[src/rtl/rtc_pkg.sv]
// Package: shared types and constants of the calendar clock core.
// Assumes all time fields are stored as 8-bit BCD bytes.
package rtc_pkg;

    typedef struct packed {
        logic [7:0] cen;
        logic [7:0] yr;
        logic [7:0] mon;
        logic [7:0] date;
        logic [7:0] day;
        logic [7:0] hr;
        logic [7:0] min;
        logic [7:0] sec;
    } rtc_time_t;

    localparam int unsigned OFS_FLAG = 0;
    localparam int unsigned OFS_CEN  = 1;
    localparam int unsigned OFS_CTRL = 8;
    localparam int unsigned OFS_SEC  = 9;
    localparam int unsigned OFS_MIN  = 10;
    localparam int unsigned OFS_HR   = 11;
    localparam int unsigned OFS_DAY  = 12;
    localparam int unsigned OFS_DATE = 13;
    localparam int unsigned OFS_MON  = 14;
    localparam int unsigned OFS_YR   = 15;

    localparam logic [7:0] MASK_SEC  = 8'h7F;
    localparam logic [7:0] MASK_MIN  = 8'h7F;
    localparam logic [7:0] MASK_HR   = 8'h3F;
    localparam logic [7:0] MASK_DAY  = 8'h07;
    localparam logic [7:0] MASK_DATE = 8'h3F;
    localparam logic [7:0] MASK_MON  = 8'h1F;

    localparam rtc_time_t TIME_RESET = '{
        cen: 8'h00, yr: 8'h00, mon: 8'h01, date: 8'h01,
        day: 8'h01, hr: 8'h00, min: 8'h00, sec: 8'h00
    };

endpackage

[src/rtl/rtc_bcd_wrap.sv]
// Module: one BCD field stage with a programmable range.
// When enabled, the field steps by one in BCD; at or above the upper
// bound it returns to the lower bound and raises its carry.
// Assumes cur holds a BCD value (an out-of-range value wraps on its next step).
module rtc_bcd_wrap #(
    parameter int W = 8
) (
    input  logic [W-1:0] cur,
    input  logic [W-1:0] lo,
    input  logic [W-1:0] hi,
    input  logic         en,
    output logic [W-1:0] nxt,
    output logic         wrap
);
    localparam int DIGITS = W / 4;

    logic         at_top;
    logic [W-1:0] inc;

    // Ripple a +1 through the BCD digits.
    always_comb begin
        logic carry;
        carry = 1'b1;
        inc   = cur;
        for (int d = 0; d < DIGITS; d++) begin
            if (carry) begin
                if (cur[d*4 +: 4] >= 4'd9) begin
                    inc[d*4 +: 4] = 4'd0;
                end else begin
                    inc[d*4 +: 4] = cur[d*4 +: 4] + 4'd1;
                    carry = 1'b0;
                end
            end
        end
    end

    // Select hold, step or wrap.
    always_comb begin
        at_top = (cur >= hi);
        wrap   = en && at_top;
        if (!en)        nxt = cur;
        else if (at_top) nxt = lo;
        else            nxt = inc;
    end
endmodule

[src/rtl/rtc_month_len.sv]
// Module: last valid day of the month in BCD.
// Leap rule: BCD year divisible by four (valid while the century is
// not a multiple of 100 exceptions, i.e. through 2099).
module rtc_month_len (
    input  logic [7:0] mon,
    input  logic [7:0] yr,
    output logic [7:0] last_day
);
    logic leap;

    // Divisibility by four read straight from the two BCD digits.
    always_comb begin
        if (yr[4]) leap = (yr[3:0] == 4'd2) || (yr[3:0] == 4'd6);
        else       leap = (yr[3:0] == 4'd0) || (yr[3:0] == 4'd4) || (yr[3:0] == 4'd8);
    end

    // Month length table in BCD.
    always_comb begin
        case (mon)
            8'h02:                      last_day = leap ? 8'h29 : 8'h28;
            8'h04, 8'h06, 8'h09, 8'h11: last_day = 8'h30;
            default:                    last_day = 8'h31;
        endcase
    end
endmodule

[src/rtl/rtc_time_advance.sv]
// Module: combinational one-second advance of the full calendar.
// Chains field stages so each carry enables the next coarser field;
// the hour carry feeds both day-of-week and day-of-month.
module rtc_time_advance
    import rtc_pkg::*;
(
    input  rtc_time_t cur,
    input  logic      step,
    output rtc_time_t nxt
);
    logic c_sec, c_min, c_hr, c_day, c_date, c_mon, c_yr, c_cen;
    logic [7:0] last_day;

    rtc_month_len u_mlen (.mon(cur.mon), .yr(cur.yr), .last_day(last_day));

    rtc_bcd_wrap u_sec  (.cur(cur.sec),  .lo(8'h00), .hi(8'h59),   .en(step),   .nxt(nxt.sec),  .wrap(c_sec));
    rtc_bcd_wrap u_min  (.cur(cur.min),  .lo(8'h00), .hi(8'h59),   .en(c_sec),  .nxt(nxt.min),  .wrap(c_min));
    rtc_bcd_wrap u_hr   (.cur(cur.hr),   .lo(8'h00), .hi(8'h23),   .en(c_min),  .nxt(nxt.hr),   .wrap(c_hr));
    rtc_bcd_wrap u_day  (.cur(cur.day),  .lo(8'h01), .hi(8'h07),   .en(c_hr),   .nxt(nxt.day),  .wrap(c_day));
    rtc_bcd_wrap u_date (.cur(cur.date), .lo(8'h01), .hi(last_day), .en(c_hr),  .nxt(nxt.date), .wrap(c_date));
    rtc_bcd_wrap u_mon  (.cur(cur.mon),  .lo(8'h01), .hi(8'h12),   .en(c_date), .nxt(nxt.mon),  .wrap(c_mon));
    rtc_bcd_wrap u_yr   (.cur(cur.yr),   .lo(8'h00), .hi(8'h99),   .en(c_mon),  .nxt(nxt.yr),   .wrap(c_yr));
    rtc_bcd_wrap u_cen  (.cur(cur.cen),  .lo(8'h00), .hi(8'h99),   .en(c_yr),   .nxt(nxt.cen),  .wrap(c_cen));

    // Day-of-week and century carries end the chain.
    logic unused_carry;
    always_comb unused_carry = c_day ^ c_cen;
endmodule

[src/rtl/rtc_calendar_core.sv]
// Module: calendar clock core with hidden counters and user copies.
// Counters advance on tick unless stopped; user copies follow them while
// no freeze bit is set. Freeze decisions use the control bits held before
// the current cycle, so a refresh coinciding with a freeze write completes.
// Assumes tick is a single-cycle pulse.
module rtc_calendar_core
    import rtc_pkg::*;
#(
    parameter int ADDR_W = 4
) (
    input  logic              clk,
    input  logic              rst_n,
    input  logic              tick,
    input  logic              cs,
    input  logic              we,
    input  logic [ADDR_W-1:0] addr,
    input  logic [7:0]        wdata,
    output logic [7:0]        rdata
);
    localparam logic [ADDR_W-1:0] A_FLAG = ADDR_W'(OFS_FLAG);
    localparam logic [ADDR_W-1:0] A_CEN  = ADDR_W'(OFS_CEN);
    localparam logic [ADDR_W-1:0] A_CTRL = ADDR_W'(OFS_CTRL);
    localparam logic [ADDR_W-1:0] A_SEC  = ADDR_W'(OFS_SEC);
    localparam logic [ADDR_W-1:0] A_MIN  = ADDR_W'(OFS_MIN);
    localparam logic [ADDR_W-1:0] A_HR   = ADDR_W'(OFS_HR);
    localparam logic [ADDR_W-1:0] A_DAY  = ADDR_W'(OFS_DAY);
    localparam logic [ADDR_W-1:0] A_DATE = ADDR_W'(OFS_DATE);
    localparam logic [ADDR_W-1:0] A_MON  = ADDR_W'(OFS_MON);
    localparam logic [ADDR_W-1:0] A_YR   = ADDR_W'(OFS_YR);

    rtc_time_t cnt_q, usr_q, cnt_nxt;
    logic      ctrl_w_q, ctrl_r_q, stop_q;
    logic      wr, wr_ctrl, w_release, frozen, adv;

    rtc_time_advance u_adv (.cur(cnt_q), .step(1'b1), .nxt(cnt_nxt));

    // Decode bus writes and the per-cycle advance conditions.
    always_comb begin
        wr        = cs && we;
        wr_ctrl   = wr && (addr == A_CTRL);
        w_release = wr_ctrl && ctrl_w_q && !wdata[7];
        frozen    = ctrl_w_q || ctrl_r_q;
        adv       = tick && !stop_q;
    end

    // Control bits and stop bit.
    always_ff @(posedge clk) begin
        if (!rst_n) begin
            ctrl_w_q <= 1'b0;
            ctrl_r_q <= 1'b0;
            stop_q   <= 1'b0;
        end else begin
            if (wr_ctrl) begin
                ctrl_w_q <= wdata[7];
                ctrl_r_q <= wdata[6];
            end
            if (wr && addr == A_SEC) stop_q <= wdata[7];
        end
    end

    // Hidden counters: load on write-freeze release, else advance.
    always_ff @(posedge clk) begin
        if (!rst_n)         cnt_q <= TIME_RESET;
        else if (w_release) cnt_q <= usr_q;
        else if (adv)       cnt_q <= cnt_nxt;
    end

    // User copies: refresh from the advanced counters, else take bus writes.
    always_ff @(posedge clk) begin
        if (!rst_n) begin
            usr_q <= TIME_RESET;
        end else if (adv && !frozen) begin
            usr_q <= cnt_nxt;
        end else if (wr) begin
            case (addr)
                A_SEC:   usr_q.sec  <= wdata & MASK_SEC;
                A_MIN:   usr_q.min  <= wdata & MASK_MIN;
                A_HR:    usr_q.hr   <= wdata & MASK_HR;
                A_DAY:   usr_q.day  <= wdata & MASK_DAY;
                A_DATE:  usr_q.date <= wdata & MASK_DATE;
                A_MON:   usr_q.mon  <= wdata & MASK_MON;
                A_YR:    usr_q.yr   <= wdata;
                A_CEN:   usr_q.cen  <= wdata;
                default: ;
            endcase
        end
    end

    // Read multiplexer over the user copies.
    always_comb begin
        rdata = 8'h00;
        if (cs && !we) begin
            case (addr)
                A_FLAG:  rdata = 8'h00;
                A_CEN:   rdata = usr_q.cen;
                A_CTRL:  rdata = {ctrl_w_q, ctrl_r_q, 6'b0};
                A_SEC:   rdata = {stop_q, usr_q.sec[6:0]};
                A_MIN:   rdata = usr_q.min;
                A_HR:    rdata = usr_q.hr;
                A_DAY:   rdata = usr_q.day;
                A_DATE:  rdata = usr_q.date;
                A_MON:   rdata = usr_q.mon;
                A_YR:    rdata = usr_q.yr;
                default: rdata = 8'h00;
            endcase
        end
    end
endmodule

[config.mk]
export PLATFORM = sky130hd
export DESIGN_NAME = rtc_calendar_core
export DESIGN_NICKNAME = d
export VERILOG_FILES = /design/src/rtl/rtc_pkg.sv /design/src/rtl/rtc_bcd_wrap.sv /design/src/rtl/rtc_month_len.sv /design/src/rtl/rtc_time_advance.sv /design/src/rtl/rtc_calendar_core.sv
export SDC_FILE = /design/constraint.sdc
export NUM_CORES = 1
export LEC_CHECK = 0
export ABC_CLOCK_PERIOD_IN_PS = 2710
export BUFFER_PORTS_ARGS = -buffer_cell sky130_fd_sc_hd__buf_2
export CORE_ASPECT_RATIO = 1.1
export CORE_MARGIN = 1
export CORE_UTILIZATION = 40
export CTS_BUF_LIST = sky130_fd_sc_hd__clkbuf_8
export DETAILED_ROUTE_END_ITERATION = 16
export PLACE_DENSITY = 0.58
export SLEW_MARGIN = 10
export SYNTH_ARGS = -nofsm -noshare
export SYNTH_HDL_FRONTEND = slang
export SYNTH_SLANG_ARGS = --single-unit
export TNS_END_PERCENT = 50
[constraint.sdc]
create_clock -name clk -period 2.71 [get_ports clk]
set_input_delay 0.1355 -clock clk [delete_from_list [all_inputs] [get_ports clk]]
set_output_delay 0.1355 -clock clk [all_outputs]
set_load 0.01 [all_outputs]
# Word-level counts from Yosys, hierarchy flattened
# Cells that the tools add are included.
[word_totals]
regBits = 131
latchBits = 0
ram_bits = 0
rom_bits = 0
inputBits = 17
output_inout_bits = 8
elab_cells = 182
memories = 0
[classes]
add_sub_neg = 16
multipliers = 0
div_mod_pow = 0
magnitude_cmp = 24
eq_ne = 18
n_shift = 0
mux = 64
n_bitwise = 0
reduce_logical = 41
[ops]
columns = ["op", "count"]
rows = [
  ["$mux W64", 4],
  ["$mux W8", 24],
  ["$mux W4", 24],
  ["$pmux W8 S9", 1],
  ["$add A4 B1 Y4 const B", 16],
  ["$ge A4 B4 Y1 const B", 16],
  ["$eq A4 B4 Y1 const B", 9],
  ["$reduce_bool A2 Y1", 10],
  ["$eq A8 B3 Y1 const B", 2],
  ["$ge A8 B7 Y1 const B", 2],
  ["$ge A8 B8 Y1 const B", 2],
  ["$reduce_and A2 Y1", 8],
  ["$logic_and A1 B1 Y1", 13],
  ["$mux W1", 10],
  ["$pmux W5 S2", 1],
  ["$eq A4 B3 Y1 const B", 2],
  ["$eq A8 B2 Y1 const B", 1],
  ["$eq A8 B4 Y1 const B", 1],
  ["$eq A8 B5 Y1 const B", 1],
  ["$ge A8 B3 Y1 const B", 1],
  ["$ge A8 B5 Y1 const B", 1],
  ["$ge A8 B6 Y1 const B", 1],
  ["$ge A8 B8 Y1", 1],
  ["$eq A4 B1 Y1 const B", 1],
  ["other kinds (5)", 11],
]

# Longest topological paths before layout
# Gate-level depths: netlist of run 1.
[depth]
depth_word = 13
depth_mapped = 14
ltp_nobuf = 13

# By module
# From an unflattened synthesis of run 1, not the netlist that was laid out.
[hier_totals]
hier_cells = 1472
area_unflattened_um2 = 11091.9
[modules_own_cells]
columns = ["module", "instances", "cells_each", "area_per_inst_um2", "seq_area_each_um2"]
rows = [
  ["rtc_calendar_core", 1, 778, 6277.3, 2622.5],
  ["rtc_bcd_wrap", 8, 84, 583.1, 0.0],
  ["rtc_month_len", 1, 20, 142.6, 0.0],
  ["rtc_time_advance", 1, 2, 7.5, 0.0],
]

# Worst setup path after synthesis of run 1
# No wires, ideal clock.
[synth_timing]
path_type = "reg-to-reg"
from = "reg cnt_q[44] in the netlist's numbering"
to = "reg usr_q[51] in the netlist's numbering"
arrival_time_ns = 2.695
required_time_ns = 2.585
slack_ns = -0.110
path_stages_with_launch = 14
path_buffers = 0
period_less_slack_ns = 2.820
path_cell_list = "dfxtp_1 > inv_1 > ha_1 > nor2b_1 > nand4b_1 > nor3_1 > a31oi_1 > ha_1 > nor4b_2 > nor2_1 > o21ai_0 > nor2_1 > a41oi_1 > o32ai_1"
[synth_via]
elab_chain_cells = 8
word_cells_on_any_way = 13
[synth_rtl]
columns = ["element", "line_no", "text"]
rows = [
  ["start, declared", "rtc_calendar_core.sv:31", "rtc_time_t cnt_q, usr_q, cnt_nxt;"],
  ["start signal, assigned", "rtc_calendar_core.sv:64", "else if (w_release) cnt_q <= usr_q;"],
  ["start signal, assigned", "rtc_calendar_core.sv:65", "else if (adv) cnt_q <= cnt_nxt;"],
  ["$eq A8 B3 Y1, or another cell as far along", "rtc_month_len.sv:19", "case (mon)"],
  ["$reduce_or A4 Y1", "rtc_month_len.sv:19", ""],
  ["$pmux W5 S2", "rtc_month_len.sv:19", ""],
  ["$ge A8 B8 Y1", "rtc_bcd_wrap.sv:39", "at_top = (cur >= hi);"],
  ["$logic_and A1 B1 Y1", "rtc_bcd_wrap.sv:40", "wrap = en && at_top;"],
  ["$logic_and A1 B1 Y1 *", "rtc_bcd_wrap.sv:40", ""],
  ["$mux W8 *", "rtc_bcd_wrap.sv:41", "if (!en) nxt = cur;"],
  ["$mux W64 *", "rtc_calendar_core.sv:72", "end else if (adv && !frozen) begin"],
  ["end signal, assigned", "rtc_calendar_core.sv:73", "usr_q <= cnt_nxt;"],
  ["end, declared", "rtc_calendar_core.sv:31", ""],
]
# Every way passes the cells marked *; elsewhere a longest branch is shown, timed or not.
# A chain may end at the register's enable or synchronous reset.

# Worst setup path in the final report of run 1
[layout_timing]
from = "reg cnt_q[45] in the netlist's numbering"
to = "reg cnt_q[34] in the netlist's numbering"
[layout_via]
elab_chain_cells = 8
word_cells_on_any_way = 12
[layout_rtl]
columns = ["element", "line_no", "text"]
rows = [
  ["$eq A8 B3 Y1, or another cell as far along", "rtc_month_len.sv:19", ""],
  ["$reduce_or A4 Y1", "rtc_month_len.sv:19", ""],
  ["$pmux W5 S2 *", "rtc_month_len.sv:19", ""],
  ["$ge A8 B8 Y1 *", "rtc_bcd_wrap.sv:39", ""],
  ["$mux W8 *", "rtc_bcd_wrap.sv:42", "else if (at_top) nxt = lo;"],
  ["$mux W8 *", "rtc_bcd_wrap.sv:41", ""],
  ["$mux W64 *", "rtc_calendar_core.sv:65", ""],
  ["$mux W64 *", "rtc_calendar_core.sv:64", ""],
]
# Every way passes the cells marked *; elsewhere a longest branch is shown, timed or not. The select of a mux whose other input is x is not followed.

==> metrics, run 1 <==
Tot GR Track Use=0.2832; number of cell rows=57; placed cell areas=9838 um2; largest net degree at the start of global routing=just over 60; Antenna Cells=0; Worst Hold Class=in -> reg; top cells by area, synth=dfxtp_1 (29%), ha_1 (7.6%), a21oi_1 (5.2%); Hold Crit Start=wdata[6]; Peak Freq=340.8 MHz; core area=22040 um2; delay of the slowest critical-path stage=0.34 ns; reg2reg path depth=16; RSZ-0062 raised after global routing=yes; CP Class=reg -> reg; via count=9186; TritonCTS Buffers=17; IO buf count=24; Routed Antenna Nets=0; Clock Pin Slew Worst Setup and Hold Paths=around 0.080 ns; share of Yosys cell area claimed by the top area cell type=0.2934; Seq cells post-synth=approximately 130; synthesized area per cell=8.073 um2; outcome=finished with violations; Vias/cell=between 6 and 7; post-synthesis net count=1178; layout cells sized above 1=0.2508; Slew Viols, Final=0; Multi-input gate area=6357 um2; Worst EP arrival=3.31 ns; Seq pwr share=0.472; final setup vio count=55; Max-Cap Viols=0; Fill cells=between 2k and 2.5k; Unique masters post-synth=82; pre-CTS setup slack=-0.5523 ns; vias in the first global route=8589; Layout Nets=1242; Post-CTS Hold Buffers=0; Critical Path Fanout Max=4; number of synthesized flops with an enable pin=0; Cell Pwr Density=396.6 nW/um2; Endpoint, Worst Hold=ctrl_r_q; Critical Path Source Type=flop; mapped cell area=8937 um2; hpwl dp=21910 um; Cell Int Power=~3.1 mW; final hold viol count=0; clk sink count=131; Initial Utilization=0.4056; cell chain of the critical path=inv_4, ha_4, nor2b_4, nand4b_1, nor3_2, a31oi_4, ha_4, nor4b_4, buf_4, buf_6, o22ai_4, nor2_1, buf_4, buf_6, nand4_1, a31oi_1; Post-synth top flop=dfxtp_1; WHS Path Cells=3; DR WL/cell=around 22 um; post-synthesis sequential area ratio=0.2934; width of the die=between 100 and 150 um; Cells after Synth=1107; Seq. cell area=2634 um2; DRT iter0 DRCs=886; final setup TNS=-5.413 ns; Worst Max-Slew Pin Slew=0.8208 ns; die area=22950 um2; Setup WS post-layout=-0.2244 ns; initial antenna violation count=1; Synth top cells by count=dfxtp_1 (131), a21oi_1 (93), nand2_1 (93); DRC=0; Setup Skew=0.01348 ns; gr ovfl total=0; failing checks=negative setup slack; Root Driver=clkbuf_8; first-pass GRT wire length=between 40000 and 50000 um; worst reg2reg endpoint=cnt_q[34]; Syn-to-layout area delta=22.82%; area leader, netlist=dfxtp_1; element type at the critical path end=flop; VDD IR max=about 0.20 mV; Synth Warn #=0; crit share post-route=1.083; Pwr Total=4.353 mW; TritonRoute pass-1 iters=5; R2R setup slack=-0.22 ns; Die Height=~160 um; CTS tree=done; worst r2r src=cnt_q[45]; relative slew slack=0.4477; num ports=25; P_sw=1.249 mW; Lkg Pwr=roughly 4.1 nW; fraction of registers with async set/reset=0; Final Wtd Congestion=0.9165; fin area=about 11000 um2; sw frac=0.2869; clock share of power=0.410; Worst path slowest cell=dfxtp_2; Routed WL=32060 um; Clock Tree Buf Depth=2; Final Critical Period=2.934 ns; logic gate share of total power=0.118; required time worst endpoint=3.09 ns; maximum level of the CTS H-tree=4; worst skew pair latency=0.46 ns; count leader, synth=dfxtp_1
worst max-delay path, delay by kind of cell (launching register included):
kind | cells | cell delay [ns]
buffers and inverters | 5 | 0.66
flip-flops | 1 | 0.34
adder cells (fa/ha/maj) | 2 | 0.37
AND/OR/NAND/NOR | 6 | 1.18
AO/OA/AOI/OAI | 3 | 0.30
state kept, by name (all words and copies together) (netlist names):
name,flops
usr_q,64
stop_q,1
ctrl_w_q,1
cnt_q,64
ctrl_r_q,1
worst max path at each step:
stage	endpoint	depth (start not counted)	startpoint
after floorplan	cnt_q[60]	14	cnt_q[44]
after global placement	usr_q[43]	13	cnt_q[45]
after detailed placement	usr_q[43]	13	cnt_q[45]
after CTS	cnt_q[56]	15	cnt_q[44]
after global routing	cnt_q[34]	16	cnt_q[44]
final	cnt_q[34]	16	cnt_q[45]
timing repair:
item | 4_1_cts | 5_1_grt
pin swaps | 47 | 56
endpoints found under the setup margin | 53 | 71
buffers inserted | 17 | 2
gates cloned | 1 | 0
endpoints found under the hold margin | 0 | 0
gates resized for setup | 75 | 61
per-layer routing:
metal / wire, um / up-vias / track usage
li1: - / 4263 / -
met1: 14020 / 4461 / 0.3836
met2: 14590 / 398 / 0.4397
met3: 2422 / 64 / 0.05519
met4: 1034 / 0 / 0.1053
met5: 0 / - / 0
placed cells by master (no fill, tap or decap), types with 11 or more instances in the layout:
cell type,count
dfxtp_1,124
a21oi_1,83
inv_1,40
nor2_1,77
o21ai_0,66
buf_4,75
ha_1,49
nand3_1,48
buf_6,18
o31ai_1,11
nand2_1,88
nor2b_1,16
mux2_2,26
a211oi_1,20
mux2i_1,42
a31oi_1,20
nand4_1,15
nor3_1,15
o211ai_1,16
clkbuf_8,18
o21a_1,12
buf_2,24
cell type report:
cell class,count,share of cell area
Multi-Input combinational cell,855,0.5792
Clock inverter,14,0.01493
Inverter,41,0.01448
Timing Repair Buffer,125,0.09529
Sequential cell,131,0.2399
Clock buffer,18,0.02257
Tap cell,295,0.03363
power groups by stage:
| stage | clock, mW | sequential, mW | combinational (mW) |
|---|---|---|---|
| floorplan | 0 | 2.06 | 0.325 |
| global placement | 0 | 2.10 | 0.485 |
| detailed placement | 0 | 2.10 | 0.487 |
| CTS | 1.81 | 2.05 | 0.495 |
| global route | 1.88 | 2.06 | 0.559 |
| finish | 1.78 | 2.05 | 0.516 |
logic make-up after synthesis:
| kind of cell | share of synthesized area |
|---|---|
| buffers and inverters | 0.05614 |
| and+or+nand+nor | 0.2019 |
| muxes | 0.09240 |
| DFF | 0.2934 |
| xor gates and xnor gates | 0.004901 |
| AOI/OAI and AO/OA | 0.2757 |
| adders and majority gates | 0.07560 |
metrics by stage:
| step | hold WS, ns | utilization | cells |
|---|---|---|---|
| after detailed placement | 0.4460 | 0.4464 | 1431 |
| after global routing | 0.06071 | 0.4981 | 1479 |
| final | 0.07906 | 0.4981 | 1479 |
| after global placement | 0.4446 | 0.4464 | 1431 |
| after CTS | 0.05274 | 0.4844 | 1477 |
| after floorplan | 0.2794 | - | 1107 |
Power figures use the tool's default switching activity.
==> run 2: changes to the inputs <==
--- a/config.mk
+++ b/config.mk
@@ -5,6 +5,7 @@
 export SDC_FILE = /design/constraint.sdc
 export NUM_CORES = 1
 export LEC_CHECK = 0
+export ABC_AREA = 1
 export ABC_CLOCK_PERIOD_IN_PS = 2710
 export BUFFER_PORTS_ARGS = -buffer_cell sky130_fd_sc_hd__buf_2
 export CORE_ASPECT_RATIO = 1.1
==> run 2 against run 1 <==
  * The run now ends clean
  * First-iteration DRC count fell by 28%
  * Critical path depth rose by 2
  * Sequential power fell by 4%
  * Maximum frequency rose by 11%
  * Design area down 9.4%
  * Final cell count is 13% higher
  * Die area is 2.1% lower
  * Register-to-register slack improved by 0.30 ns
  * Area after synthesis is 2.2% lower
  * Hold slack worse by 0.050 ns
  * Critical path type unchanged
==> metrics, run 2 <==
outcome=finished, final reports clean; IO buf count=24 (unchanged); Root Driver=clkbuf_8; hold slack=0.02859 ns (-0.05047 ns); share of Yosys cell area claimed by the top area cell type=0.2999 (+0.006509); Worst Max-Slew Pin Slew=0.9032 ns (+0.08242 ns); post-synthesis xor/xnor area fraction=0.01002 (+0.005117); Cell Pwr Density=402.2 nW/um2 (+1.4%); vias in the first global route=8357 (-2.7%); Slew Viols, Final=0 (unchanged); post-synthesis sequential area ratio=0.2999 (+0.006509); Final Critical Period=2.635 ns (-0.2998 ns); element type at the critical path end=flop; required time worst endpoint=3.08 ns (about the same); Critical Path Source Type=flop; clk sink count=131 (unchanged); synthesized area per cell=6.589 um2 (-18%); DR WL/cell=16.72 um (-23%); cell chain of the critical path=buf_4, ha_1, inv_2, o21ai_2, a32oi_2, nor2_1, a31oi_1, ha_1, nand2_1, nor2_1, nand2_1, nand2_2, nor2_4, buf_4, nand4_1, o21ai_0, nand2_1, a21oi_1; Critical Path Fanout Max=4 (unchanged); routed length on met2=13170 um (-9.7%); commonest cells after routing, fill and taps aside=nand2_1 (273), inv_1 (212), dfxtp_1 (127), a21oi_1 (103), nor2_1 (94); via count=8905 (-3.1%); relative slew slack=0.3978 (-0.04990); fin area=9947 um2 (-9.4%); Die Height=157.1 um (-1.1%); first-pass GRT wire length=43650 um (-12%); VDD IR max=0.3580 mV (+81%); count leader, synth=nand2_1; Layout Cells excl Fill=1666 (+13%); Worst path slowest cell=dfxtp_2; final setup TNS=0 ns (+5.413 ns); Endpoint, Worst Hold=usr_q[20]; Seq pwr share=0.492 (+0.020); reg2reg path depth=18 (+2); Largest regs=cnt_q x64, usr_q x64; Max-Cap Viols=0 (unchanged); clock share of power=0.420 (+0.010); most common cell after layout, fill and taps aside=nand2_1; cell family with most CP delay=compound AO/OA/AOI/OAI gates; Clock Tree Buf Depth=2 (unchanged); Hold Crit Start=wdata[4]; number of synthesized flops with an enable pin=0 (unchanged); sw frac=0.2825 (-0.004461); Unique masters post-synth=44 (-46%); layout cells sized above 1=0.1526 (-0.09823); main combinational cell family by area after synthesis=simple AND/OR/NAND/NOR gates; DRT iter0 DRCs=642 (-28%); number of cell rows=56 (-1.8%); crit share post-route=0.9722 (-0.1106); core area=21370 um2 (-3.0%); num ports=25 (unchanged); TritonCTS Buffers=17 (unchanged); width of the die=143.0 um (-1.1%); Cell Int Power=2.871 mW (-7.5%); fraction of registers with async set/reset=0 (unchanged); largest net degree at the start of global routing=54 (-13%); TritonRoute pass-1 iters=7 (+2); Worst EP arrival=3.00 ns (-0.31 ns); die area=22450 um2 (-2.1%); worst r2r src=cnt_q[40]; mux share of post-synthesis cell area=0 (-0.09240); Cells after Synth=1327 (+20%); CTS tree=done; initial antenna violation count=0 (-1); Layout Nets=1436 (+16%); Routed Antenna Nets=0 (unchanged); Fill cells=2286 (+10%); Syn-to-layout area delta=13.77%; mapped cell area=8743 um2 (-2.2%); Synth Warn #=0 (unchanged); Final Wtd Congestion=0.9362 (+2.1%); P_sw=1.130 mW (-9.5%); area leader, netlist=dfxtp_1; Lkg Pwr=3.873 nW (-4.7%); WL met1=12480 um (-11%); gr ovfl total=0 (unchanged); Synth top cells by count=nand2_1 (286), inv_1 (219), dfxtp_1 (131); area share of and/or/nand/nor cells after synthesis=0.2636 (+0.06172); Most common cell on crit path=nand2_1; final setup vio count=0 (-100%); WP buf/inv=3 (-2); logic gate share of total power=0.089 (-0.029); final hold viol count=0 (unchanged); Setup Skew=0.01064 ns (-0.002845 ns); Clock Pin Slew Worst Setup and Hold Paths=0.08 ns (about the same); maximum level of the CTS H-tree=4 (unchanged); CP Class=reg -> reg; worst reg2reg endpoint=cnt_q[36]; Routed WL=27850 um (-13%); met3 wire length=1452 um (-40%); Seq cells post-synth=131 (unchanged); placed cell areas=9251 um2 (-6.0%); top cells by area, synth=dfxtp_1 (30%), nand2_1 (12%), inv_1 (9.4%); Peak Freq=379.6 MHz (+11%); DR top layer=met4; Tot GR Track Use=0.2536 (-0.02953); Post-synth top flop=dfxtp_1; Initial Utilization=0.4091 (+0.003581); WHS Path Cells=3 (unchanged); Worst Hold Class=in -> reg; DRC=0 (unchanged); DP Cell Count=1628 (+14%); worst skew pair latency=0.46 ns (about the same); post-synthesis adder-cell area fraction=0.08014 (+0.004539); R2R setup slack=0.08 ns (+0.30 ns); Compound-Gate Fraction of Synth Area=0.2168 (-0.05885); delay of the slowest critical-path stage=0.34 ns (about the same); hpwl dp=19890 um (-9.2%); Vias/cell=5.345 (-14%); RSZ-0062 raised after global routing=yes; Antenna Cells=0 (unchanged); post-synthesis net count=1400 (+19%)
==> run 2: cell count changes in the layout (fill, tap and decap cells not counted), moves of 26 or more <==
cell,previous run,this run
mux2i_1,42,0
nand2_1,88,273
buf_4,75,34
inv_1,40,212
o22ai_1,6,61
mux2_2,26,0
==> run 2: worst max-delay path by stage <==
stage                end  slack [ns]  cells past startpoint       from
2_1_floorplan  cnt_q[49]        0.11                     20  cnt_q[45]
3_3_place_gp   cnt_q[45]       -0.09                     20  cnt_q[45]
3_5_place_dp   usr_q[44]       -0.09                     21  cnt_q[45]
4_1_cts        cnt_q[36]       0.005                     19  cnt_q[40]
5_1_grt        usr_q[33]       -0.11                     18  cnt_q[40]
6_report       cnt_q[36]        0.08                     18  cnt_q[40]
==> run 2: logic make-up (layout without fill, tap and decap cells) <==
group | after synthesis | after routing
and+or+nand+nor | 521 | 522
AOI/OAI and AO/OA | 334 | 334
buffers and inverters | 275 | 323
DFF | 131 | 131
adders and majority gates | 56 | 56
xor gates and xnor gates | 10 | 10
==> run 2: repair_timing <==
action / in CTS / in global routing
resized for setup: 2 / 78
endpoints found under the hold margin: 1 / 0
cloned: 0 / 1
endpoints found under the setup margin: 47 / 60
pin swaps: 3 / 13
hold buffers: 1 / 0
buffers inserted: 2 / 2
==> run 2: power by group through the flow <==
stage / logic [mW] / clock network, mW / registers [mW]
floorplan: 0.210 / 0 / 2.01
global placement: 0.337 / 0 / 2.01
detailed placement: 0.335 / 0 / 2.01
CTS: 0.338 / 1.71 / 1.97
global route: 0.381 / 1.77 / 1.97
finish: 0.355 / 1.68 / 1.97
==> run 2: cell type report <==
type                            count  area, um2  share of cell area
Clock buffer                       18      247.7             0.02491
Clock inverter                     14      140.1             0.01409
Inverter                          227      857.1             0.08616
Multi-Input combinational cell    922       5240              0.5268
Sequential cell                   131       2628              0.2642
Tap cell                          290      362.8             0.03648
Timing Repair Buffer               64      471.7             0.04742
==> run 2: worst min-delay path: cells and delay by family <==
kind / cells / cell delay, ns
compound gates: 1 / 0.08
buf+inv: 1 / 0.13
simple gates: 1 / 0.08
==> run 2: metal layers <==
layer,vias to the layer above,track usage
met3,50,0.03347
met5,-,0
met4,0,0.09268
li1,4431,-
met2,274,0.4218
met1,4150,0.3335
==> run 2: stage by stage <==
stage / setup slack [ns] / util / power, mW
after floorplan: 0.1086 / - / 2.216
after global placement: -0.08794 / 0.4329 / 2.348
after detailed placement: -0.09498 / 0.4329 / 2.347
after CTS: 0.004693 / 0.4526 / 4.010
after global routing: -0.1071 / 0.4655 / 4.123
final: 0.07540 / 0.4655 / 4.001
